File: config.mk
export PLATFORM = sky130hd
export DESIGN_NAME = exti_ctrl
export DESIGN_NICKNAME = d
export VERILOG_FILES = /design/src/rtl/exti_pkg.sv /design/src/rtl/exti_sync.sv /design/src/rtl/exti_detect.sv /design/src/rtl/exti_regs.sv /design/src/rtl/exti_ctrl.sv
export SDC_FILE = /design/constraint.sdc
export NUM_CORES = 1
export LEC_CHECK = 0
export BUFFER_PORTS_ARGS = -buffer_cell sky130_fd_sc_hd__buf_2
export CELL_PAD_IN_SITES_DETAIL_PLACEMENT = 1
export CELL_PAD_IN_SITES_GLOBAL_PLACEMENT = 2
export CORE_MARGIN = 2
export CORE_UTILIZATION = 23
export DETAILED_ROUTE_END_ITERATION = 10
export PLACE_DENSITY_LB_ADDON = 0.1
export SYNTH_ARGS = -nofsm -noshare
export SYNTH_HDL_FRONTEND = slang
export SYNTH_SLANG_ARGS = --single-unit
File: constraint.sdc
create_clock -name clk -period 1.9 [get_ports clk]
set_input_delay 0 -clock clk [delete_from_list [all_inputs] [get_ports clk]]
set_output_delay 0 -clock clk [all_outputs]
set_load 0.05 [all_outputs]
File: src/rtl/exti_pkg.sv
package exti_pkg;

  // Two-bit trigger code per channel
  typedef enum logic [1:0] {
    TRIG_LOW  = 2'b00,
    TRIG_HIGH = 2'b01,
    TRIG_RISE = 2'b10,
    TRIG_FALL = 2'b11
  } trig_mode_e;

  // Register addresses
  localparam logic [1:0] ADDR_TRIG = 2'd0;
  localparam logic [1:0] ADDR_FLAG = 2'd1;
  localparam logic [1:0] ADDR_ENAB = 2'd2;

endpackage

File: src/rtl/exti_sync.sv
module exti_sync #(
  parameter int   N       = 8,
  parameter logic RST_VAL = 1'b1
) (
  input  logic         clk,
  input  logic         rst_n,
  input  logic [N-1:0] async_i,
  output logic [N-1:0] sync_o
);

  for (genvar c = 0; c < N; c++) begin : g_ch
    logic meta_q, stab_q;
    always_ff @(posedge clk or negedge rst_n) begin
      if (!rst_n) begin
        meta_q <= RST_VAL;
        stab_q <= RST_VAL;
      end else begin
        meta_q <= async_i[c];
        stab_q <= meta_q;
      end
    end
    assign sync_o[c] = stab_q;
  end

endmodule

File: src/rtl/exti_detect.sv
module exti_detect
  import exti_pkg::*;
#(
  parameter int   N       = 8,
  parameter logic RST_VAL = 1'b1,
  localparam int  TW      = 2 * N
) (
  input  logic          clk,
  input  logic          rst_n,
  input  logic [N-1:0]  sync_i,
  input  logic [TW-1:0] mode_i,
  output logic [N-1:0]  set_o
);

  logic [N-1:0] prev_q;

  always_ff @(posedge clk or negedge rst_n) begin
    if (!rst_n) prev_q <= {N{RST_VAL}};
    else        prev_q <= sync_i;
  end

  for (genvar c = 0; c < N; c++) begin : g_ch
    trig_mode_e mode;
    assign mode = trig_mode_e'(mode_i[2*c +: 2]);
    always_comb begin
      unique case (mode)
        TRIG_LOW:  set_o[c] = ~sync_i[c];
        TRIG_HIGH: set_o[c] =  sync_i[c];
        TRIG_RISE: set_o[c] =  sync_i[c] & ~prev_q[c];
        TRIG_FALL: set_o[c] = ~sync_i[c] &  prev_q[c];
        default:   set_o[c] = 1'b0;
      endcase
    end
  end

endmodule

File: src/rtl/exti_regs.sv
module exti_regs
  import exti_pkg::*;
#(
  parameter int  N  = 8,
  parameter int  DW = 16,
  localparam int TW = 2 * N
) (
  input  logic          clk,
  input  logic          rst_n,
  input  logic          bus_wr,
  input  logic [1:0]    bus_addr,
  input  logic [DW-1:0] bus_wdata,
  output logic [DW-1:0] bus_rdata,
  input  logic [N-1:0]  set_i,
  output logic [TW-1:0] mode_o,
  output logic [N-1:0]  flag_o,
  output logic [N-1:0]  enab_o
);

  logic [TW-1:0] mode_q;
  logic [N-1:0]  flag_q, enab_q, keep;
  logic          wr_trig, wr_flag, wr_enab;

  assign wr_trig = bus_wr && (bus_addr == ADDR_TRIG);
  assign wr_flag = bus_wr && (bus_addr == ADDR_FLAG);
  assign wr_enab = bus_wr && (bus_addr == ADDR_ENAB);

  // Zero bits of a flag write drop flags; new events override the drop.
  assign keep = wr_flag ? bus_wdata[N-1:0] : '1;

  always_ff @(posedge clk or negedge rst_n) begin
    if (!rst_n) begin
      mode_q <= '0;
      flag_q <= '0;
      enab_q <= '0;
    end else begin
      if (wr_trig) mode_q <= bus_wdata[TW-1:0];
      if (wr_enab) enab_q <= bus_wdata[N-1:0];
      flag_q <= (flag_q & keep) | set_i;
    end
  end

  always_comb begin
    bus_rdata = '0;
    unique case (bus_addr)
      ADDR_TRIG: bus_rdata[TW-1:0] = mode_q;
      ADDR_FLAG: bus_rdata[N-1:0]  = flag_q;
      ADDR_ENAB: bus_rdata[N-1:0]  = enab_q;
      default:   bus_rdata         = '0;
    endcase
  end

  assign mode_o = mode_q;
  assign flag_o = flag_q;
  assign enab_o = enab_q;

endmodule

File: src/rtl/exti_ctrl.sv
module exti_ctrl #(
  parameter int   N        = 8,
  parameter int   DW       = 16,   // must be at least 2*N
  parameter logic PIN_IDLE = 1'b1  // synchroniser reset value
) (
  input  logic          clk,
  input  logic          rst_n,
  input  logic [N-1:0]  pin_i,
  input  logic          bus_wr,
  input  logic [1:0]    bus_addr,
  input  logic [DW-1:0] bus_wdata,
  output logic [DW-1:0] bus_rdata,
  output logic [N-1:0]  irq_vec,
  output logic          irq_o
);

  localparam int TW = 2 * N;

  logic [N-1:0]  pin_sync, set_vec, flag_q, enab_q;
  logic [TW-1:0] mode_q;

  exti_sync #(.N(N), .RST_VAL(PIN_IDLE)) u_sync (
    .clk(clk), .rst_n(rst_n), .async_i(pin_i), .sync_o(pin_sync)
  );

  exti_detect #(.N(N), .RST_VAL(PIN_IDLE)) u_detect (
    .clk(clk), .rst_n(rst_n), .sync_i(pin_sync), .mode_i(mode_q),
    .set_o(set_vec)
  );

  exti_regs #(.N(N), .DW(DW)) u_regs (
    .clk(clk), .rst_n(rst_n), .bus_wr(bus_wr), .bus_addr(bus_addr),
    .bus_wdata(bus_wdata), .bus_rdata(bus_rdata), .set_i(set_vec),
    .mode_o(mode_q), .flag_o(flag_q), .enab_o(enab_q)
  );

  assign irq_vec = flag_q & enab_q;
  assign irq_o   = |irq_vec;

endmodule

==> impl_metrics.ini, run 1 <==
[timing]
timing.final.crit_share_pct = 106
relSlewSlack_pct = 60.4
worst_slew_pin_slew_ns = 0.594
post-route-min-period_ns = 2.01
rsz0062_at_grt = yes
finalSetupTns_ns = -0.107
finalSetupViolCount = 1
fmax_mhz = 498
drv_slew = 0
finClkSkew_ns = 0.0114
hold_viol = 0
timing.final.ws_setup_ns = -0.107

[power]
total_power_mw = 3.17
peakVddDrop_mv = 0.373
cellLeakagePower_nw = 1.47
p_per_area_nw_per_um2 = 953

[global_route]
track_usage_pct = 11.6
grt_overflow = 0
antenna_found_initial = 0
grt_pass1_vias = 1933
grt_max_degree = 34
grt_pass1_wl_mm = 10.1

[setup_path]
max_stage_delay_ns = 0.54
crit_chain = and2_4 -> or4_4 -> or4_4 -> buf_8
critPathTopFamily = simple AND/OR/NAND/NOR gates
worstSetupPathType = flip-flop to output port
crit_path_end_kind = output port
crit_path_start_kind = flip-flop
path_buf_inv = 1
cp.arrival_ns = 2.01
critPathSlowestCell = or4_4
cpMostUsedCell = or4_4
crit_fanout = 2
crit_required_ns = 1.90

[yosys]
synth_top_area_share_pct = 33.2
synth_cell_types = 21
synth_cells = 197
synth_edf_count = 0
yosys_warnings = 0
ys_top_cells_by_count = dfrtp_1, dfstp_2, mux2_2, o21ai_0, and2_1
synth_most_common_cell = dfrtp_1
synth_nets = 226
synth-async-reset-ratio_pct = 100
yosysSeqAreaShare_pct = 59.3
ys_ff_latch = 56
synth_ff_type = dfrtp_1
syn_area_per_cell_um2 = 12.2
synth_area_leader_cell = dfrtp_1
synth_area_um2 = 2410
synth_area_leaders = dfrtp_1, dfstp_2, mux2_2, o21ai_0, and2_1

[detailed_routing]
totalWireLength_mm = 6.19
vias = 1848
detail_route.wl_per_cell_um = 14.6
firstDrtPassIters = 3
drcViolationCount = 0
vias_per_cell = 4.35
drt-initial-drc-count = 18
ant_nets = 0

[final_layout]
final_layout_size_suffix_gt1_share_pct = 43.3
area_growth_pct = 37.9
fill_cells = 1150
nNetsFinal = 317
design_area_um2 = 3330
num_antenna_cells = 0

[floorplan]
die_area_um2 = 11300
dieHeight_um = 106
row_count = 37
die_w_um = 106
core_um2 = 10200
ios = 54
start_util_pct = 23.6

[clocking]
clk_latency_ns = 0.31
cts-buffers-inserted = 5
tritoncts = built
cts.sinks = 56
h-tree-depth = 2
clkTransAtPathRegs_ns = 0.11
cts.path.max_buffers = 2
cts_root_buf = clkbuf_8

[place]
place_area_um2 = 2900
dp_hpwl_mm = 4.41
numPortBuffers = 53
gp_congestion = 0.634

[min_path]
holdCritPathClass = input pin to async pin

[outcome]
outcome = complete, but fails checks
violations = setup timing

[run]
max-cap-violations = 0
kinds of logic (layout without fill, tap and decap cells):
logic type | Yosys count | after routing | share of synthesized area, %
mux | 32 | 32 | 14.5
flops | 56 | 56 | 59.3
simple gates | 80 | 80 | 20.1
compound gates | 24 | 24 | 4.98
buf+inv | 5 | 97 | 1.04
placed cells by master, fill, tap and decap left out, drive strengths merged:
cell type    netlist  routed
buf                4      64
dfrtp             32      32
dlygate4sd3        0      25
o21ai             24      24
mux2              24      24
dfstp             24      24
and2              17      17
nand3b            10      10
nor2               9       9
mux2i              8       8
nand2              8       8
and3b              8       8
nor3               8       8
nand2b             8       8
and3               8       8
clkbuf             1       7
or4                2       2
nor2b              1       1
or2                1       1
bufinv             0       1
through the flow:
| step | std cells | setup slack, ns | hold WS [ns] | util (%) |
|---|---|---|---|---|
| 6_report | 425 | -0.107 | 0.229 | 32.5 |
| 5_1_grt | 425 | -0.167 | 0.277 | 32.5 |
| 4_1_cts | 422 | -0.137 | 0.240 | 32.3 |
| 3_5_place_dp | 387 | 0.0667 | 0.0471 | 28.3 |
| 3_3_place_gp | 387 | 0.0836 | 0.0460 | 28.3 |
| 2_1_floorplan | 197 | 0.0665 | -0.296 | - |
path summary, 6_finish.rpt:
path | to | start | slack [ns] | cells past startpoint
worst max-delay path | irq_o | u_regs.enab_o[2] | -0.11 | 4
worst max register to register | u_regs.flag_o[3] | u_detect.prev_q[3] | 0.80 | 3
max in group asynchronous | u_detect.prev_q[2] | rst_n | 1.01 | 3
min in group clk | u_regs.mode_o[2] | bus_wr | 0.31 | 3
worst min register to register | u_sync.g_ch[2].stab_q | u_sync.g_ch[2].meta_q | 0.36 | 0
worst min-delay path | u_regs.mode_o[2] | rst_n | 0.23 | 2
registers in the layout, summed over array words and instances (netlist names):
register,count
u_regs.flag_o,8
u_detect.prev_q,8
u_sync.g_ch.stab_q,8
u_regs.mode_o,16
u_sync.g_ch.meta_q,8
u_regs.enab_o,8
worst register-to-register path: cells and delay by family, from the launching register on:
kind	cells	cell delay (ns)
compound gates	1	0.11
simple gates	2	0.33
flops	1	0.54
where the power goes:
group	switching, mW	total (mW)	leakage, nW	internal (mW)
registers	0.123	1.47	0.610	1.35
logic	0.497	0.845	0.797	0.348
clock network	0.387	0.853	0.0645	0.466
total	1.01	3.17	1.47	2.16
layer usage:
metal  share of wire [%]  up-vias  routed length (µm)  GRT usage (%)
met3                 3.1        8                 193           2.33
met4                 1.1        0                  67           3.34
li1                    -      881                   -              -
met1                  46      928                2840           14.9
met2                  50       31                3090           19.9
met5                   0        -                   0              0
layout make-up:
type,count,area [µm²],share of cell area (%)
clock inverter,1,30.0,0.903
tap,136,170,5.11
timing repair buffer,89,633,19.0
clock buffer,7,96.3,2.90
sequential,56,1430,43.0
multi-input combinational,136,966,29.0
what timing repair did:
action                                  in CTS  in global routing
endpoints found under the hold margin       53                  0
buffers inserted                             2                  3
pin swaps                                    1                  0
endpoints found under the setup margin       1                  1
hold buffers                                25                  0
resized for setup                            5                  0
Power figures use the tool's default switching activity.
==> run 2, diff against run 1 <==
--- a/config.mk
+++ b/config.mk
@@ -5,6 +5,7 @@
 export SDC_FILE = /design/constraint.sdc
 export NUM_CORES = 1
 export LEC_CHECK = 0
+export ABC_AREA = 1
 export BUFFER_PORTS_ARGS = -buffer_cell sky130_fd_sc_hd__buf_2
 export CELL_PAD_IN_SITES_DETAIL_PLACEMENT = 1
 export CELL_PAD_IN_SITES_GLOBAL_PLACEMENT = 2
==> impl_metrics.ini, run 2 <==
[min_path]
holdCritPathClass = input pin to flip-flop

[power]
pwr-share-clk_pct = 33.6
cellLeakagePower_nw = 1.90
p_int_mw = 2.27
pwr-share-comb_pct = 23.9
p_per_area_nw_per_um2 = 975
p_seq_share_pct = 42.5
peakVddDrop_mv = 0.344
sw_frac_of_total_pct = 32.4
p_sw_mw = 1.09

[yosys]
synth_area_leader_cell = dfrtp_1
synth-async-reset-ratio_pct = 100
synth_cells = 332
synth_ff_type = dfrtp_1
ys_top_cells_by_count = nand2_1, inv_1, dfrtp_1, nor2_1, dfstp_2
synth_area_um2 = 2610
yosysSeqAreaShare_pct = 54.8
synth_most_common_cell = nand2_1
synth_cell_types = 19
synth_edf_count = 0
synth_top_area_share_pct = 30.7
synth_nets = 361
ys_ff_latch = 56
yosys_warnings = 0
synth_area_leaders = dfrtp_1, dfstp_2, nand2_1, inv_1, nor2_1
syn_area_per_cell_um2 = 7.87

[final_layout]
multi_input_area_um2 = 937
final_layout_size_suffix_gt1_share_pct = 24.8
largest_reg_flops = 16
final_cell_mix = nand2_1, inv_1, buf_2
fill_cells = 1362
final-seq-area_um2 = 1430
nNetsFinal = 439
layout_commonest_cell = nand2_1
num_antenna_cells = 0
area_growth_pct = 31.8

[global_route]
grt_overflow = 0
track_usage_pct = 12.4
antenna_found_initial = 0
grt_pass1_vias = 2367
grt_pass1_wl_mm = 12.0
grt_max_degree = 37

[floorplan]
dieHeight_um = 111
die_w_um = 111
die_area_um2 = 12200
row_count = 38
start_util_pct = 23.8
core_um2 = 11000
ios = 54

[clocking]
clkTransAtPathRegs_ns = 0.07
hold_buffers = 22
clk_latency_ns = 0.30
h-tree-depth = 2
tritoncts = built
cts.sinks = 56
cts-buffers-inserted = 5
cts_root_buf = clkbuf_16
cts_resized = 0
cts.path.max_buffers = 2
post_cts_buffers = 0

[place]
numPortBuffers = 53
gp_congestion = 0.695
dp_worst_setup_slack_ns = 0.599
dp_hpwl_mm = 4.99

[setup_path]
crit_chain = nand2_1 -> nand2_1 -> nor3_1 -> nand2_1 -> buf_2
critPathTopFamily = simple AND/OR/NAND/NOR gates
crit_path_start_kind = flip-flop
crit_required_ns = 1.90
cpMostUsedCell = nand2_1
critPathSlowestCell = dfrtp_1
worstSetupPathType = flip-flop to output port
path_buf_inv = 1
cp.arrival_ns = 1.38
crit_path_end_kind = output port
max_stage_delay_ns = 0.40
crit_fanout = 3

[timing]
finalSetupViolCount = 0
timing.final.crit_share_pct = 72.8
hold_viol = 0
worst_slew_pin_slew_ns = 0.628
fmax_mhz = 723
relSlewSlack_pct = 58.0
rsz0062_at_grt = no
post-route-min-period_ns = 1.38
drv_slew = 0
finClkSkew_ns = 0.00245
finalSetupTns_ns = 0
timing.final.ws_setup_ns = 0.517

[detailed_routing]
drt-initial-drc-count = 60
totalWireLength_mm = 6.94
firstDrtPassIters = 4
vias = 2247
vias_per_cell = 4.08
detail_route.wl_per_cell_um = 12.6
ant_nets = 0
drcViolationCount = 0

[outcome]
outcome = complete, no violations

[run]
max-cap-violations = 0
==> run 2: changes by cell type in the layout (fill, tap and decap cells not counted), moves of 10 or more <==
cell	delta
nand2_1	+126
o21ai_0	-19
and2_1	-15
nand3b_1	-10
nor2_1	+23
mux2_2	-24
inv_1	+55
nand3_1	+12
==> run 2: layout make-up <==
cell class	instances	share of cell area (%)
Tap cell	140	5.09
Clock inverter	1	0.872
Timing Repair Buffer	76	14.7
Sequential cell	56	41.6
Multi-Input combinational cell	215	27.2
Clock buffer	7	4.43
Inverter	56	6.11
==> run 2: final timing paths <==
check | slack, ns | start | cells past startpoint | endpoint
setup / recovery | 0.52 | u_regs.enab_o[6] | 5 | irq_o
min in group asynchronous | 0.21 | rst_n | 2 | u_regs.flag_o[0]
hold / removal | 0.01 | bus_wdata[1] | 3 | u_regs.enab_o[1]
max in group asynchronous | 1.03 | rst_n | 3 | u_detect.prev_q[4]
hold reg to reg | 0.36 | u_sync.g_ch[2].meta_q | 0 | u_sync.g_ch[2].stab_q
setup reg to reg | 0.92 | u_sync.g_ch[4].stab_q | 5 | u_regs.flag_o[4]
==> run 2: logic make-up (layout without fill, tap and decap cells) <==
family	Yosys count	count (layout)	share of synthesized area [%]
simple gates	187	187	29.0
buf+inv	61	140	9.34
flops	56	56	54.8
compound gates	28	28	6.90
==> run 2: power by group through the flow <==
stage	Combinational (mW)	Clock (mW)	Sequential (mW)
6_report	0.801	1.13	1.43
5_1_grt	0.901	1.22	1.45
4_1_cts	0.821	1.19	1.43
3_5_place_dp	0.785	0	1.45
3_3_place_gp	0.778	0	1.45
2_1_floorplan	0.576	0	1.42
==> run 2: per-stage QoR <==
| stage | utilization [%] | std cells | hold WS (ns) | total power [mW] | cell area, µm² |
|---|---|---|---|---|---|
| after floorplan | - | 332 | -0.296 | 2.00 | 2610 |
| after CTS | 31.3 | 551 | 0.000245 | 3.44 | 3440 |
| after detailed placement | 27.7 | 521 | 0.0151 | 2.24 | 3040 |
| final | 31.3 | 551 | 0.0127 | 3.36 | 3440 |
| after global placement | 27.7 | 521 | 0.0140 | 2.23 | 3040 |
| after global routing | 31.3 | 551 | 0.00913 | 3.57 | 3440 |
==> run 2: per-layer routing <==
layer | vias up | track usage (%) | routed length (µm)
li1 | 1147 | - | -
met1 | 1056 | 15.8 | 3230
met2 | 38 | 20.9 | 3370
met3 | 6 | 2.63 | 239
met4 | 0 | 4.00 | 104
met5 | - | 0 | 0
==> run 2: worst reg2reg max path: stages (launching register included) <==
cell and delay (ns):
dfstp_2 0.54, inv_1 0.05, nand2_1 0.08, nand3_1 0.09, nand2_1 0.07, nand2_1 0.05
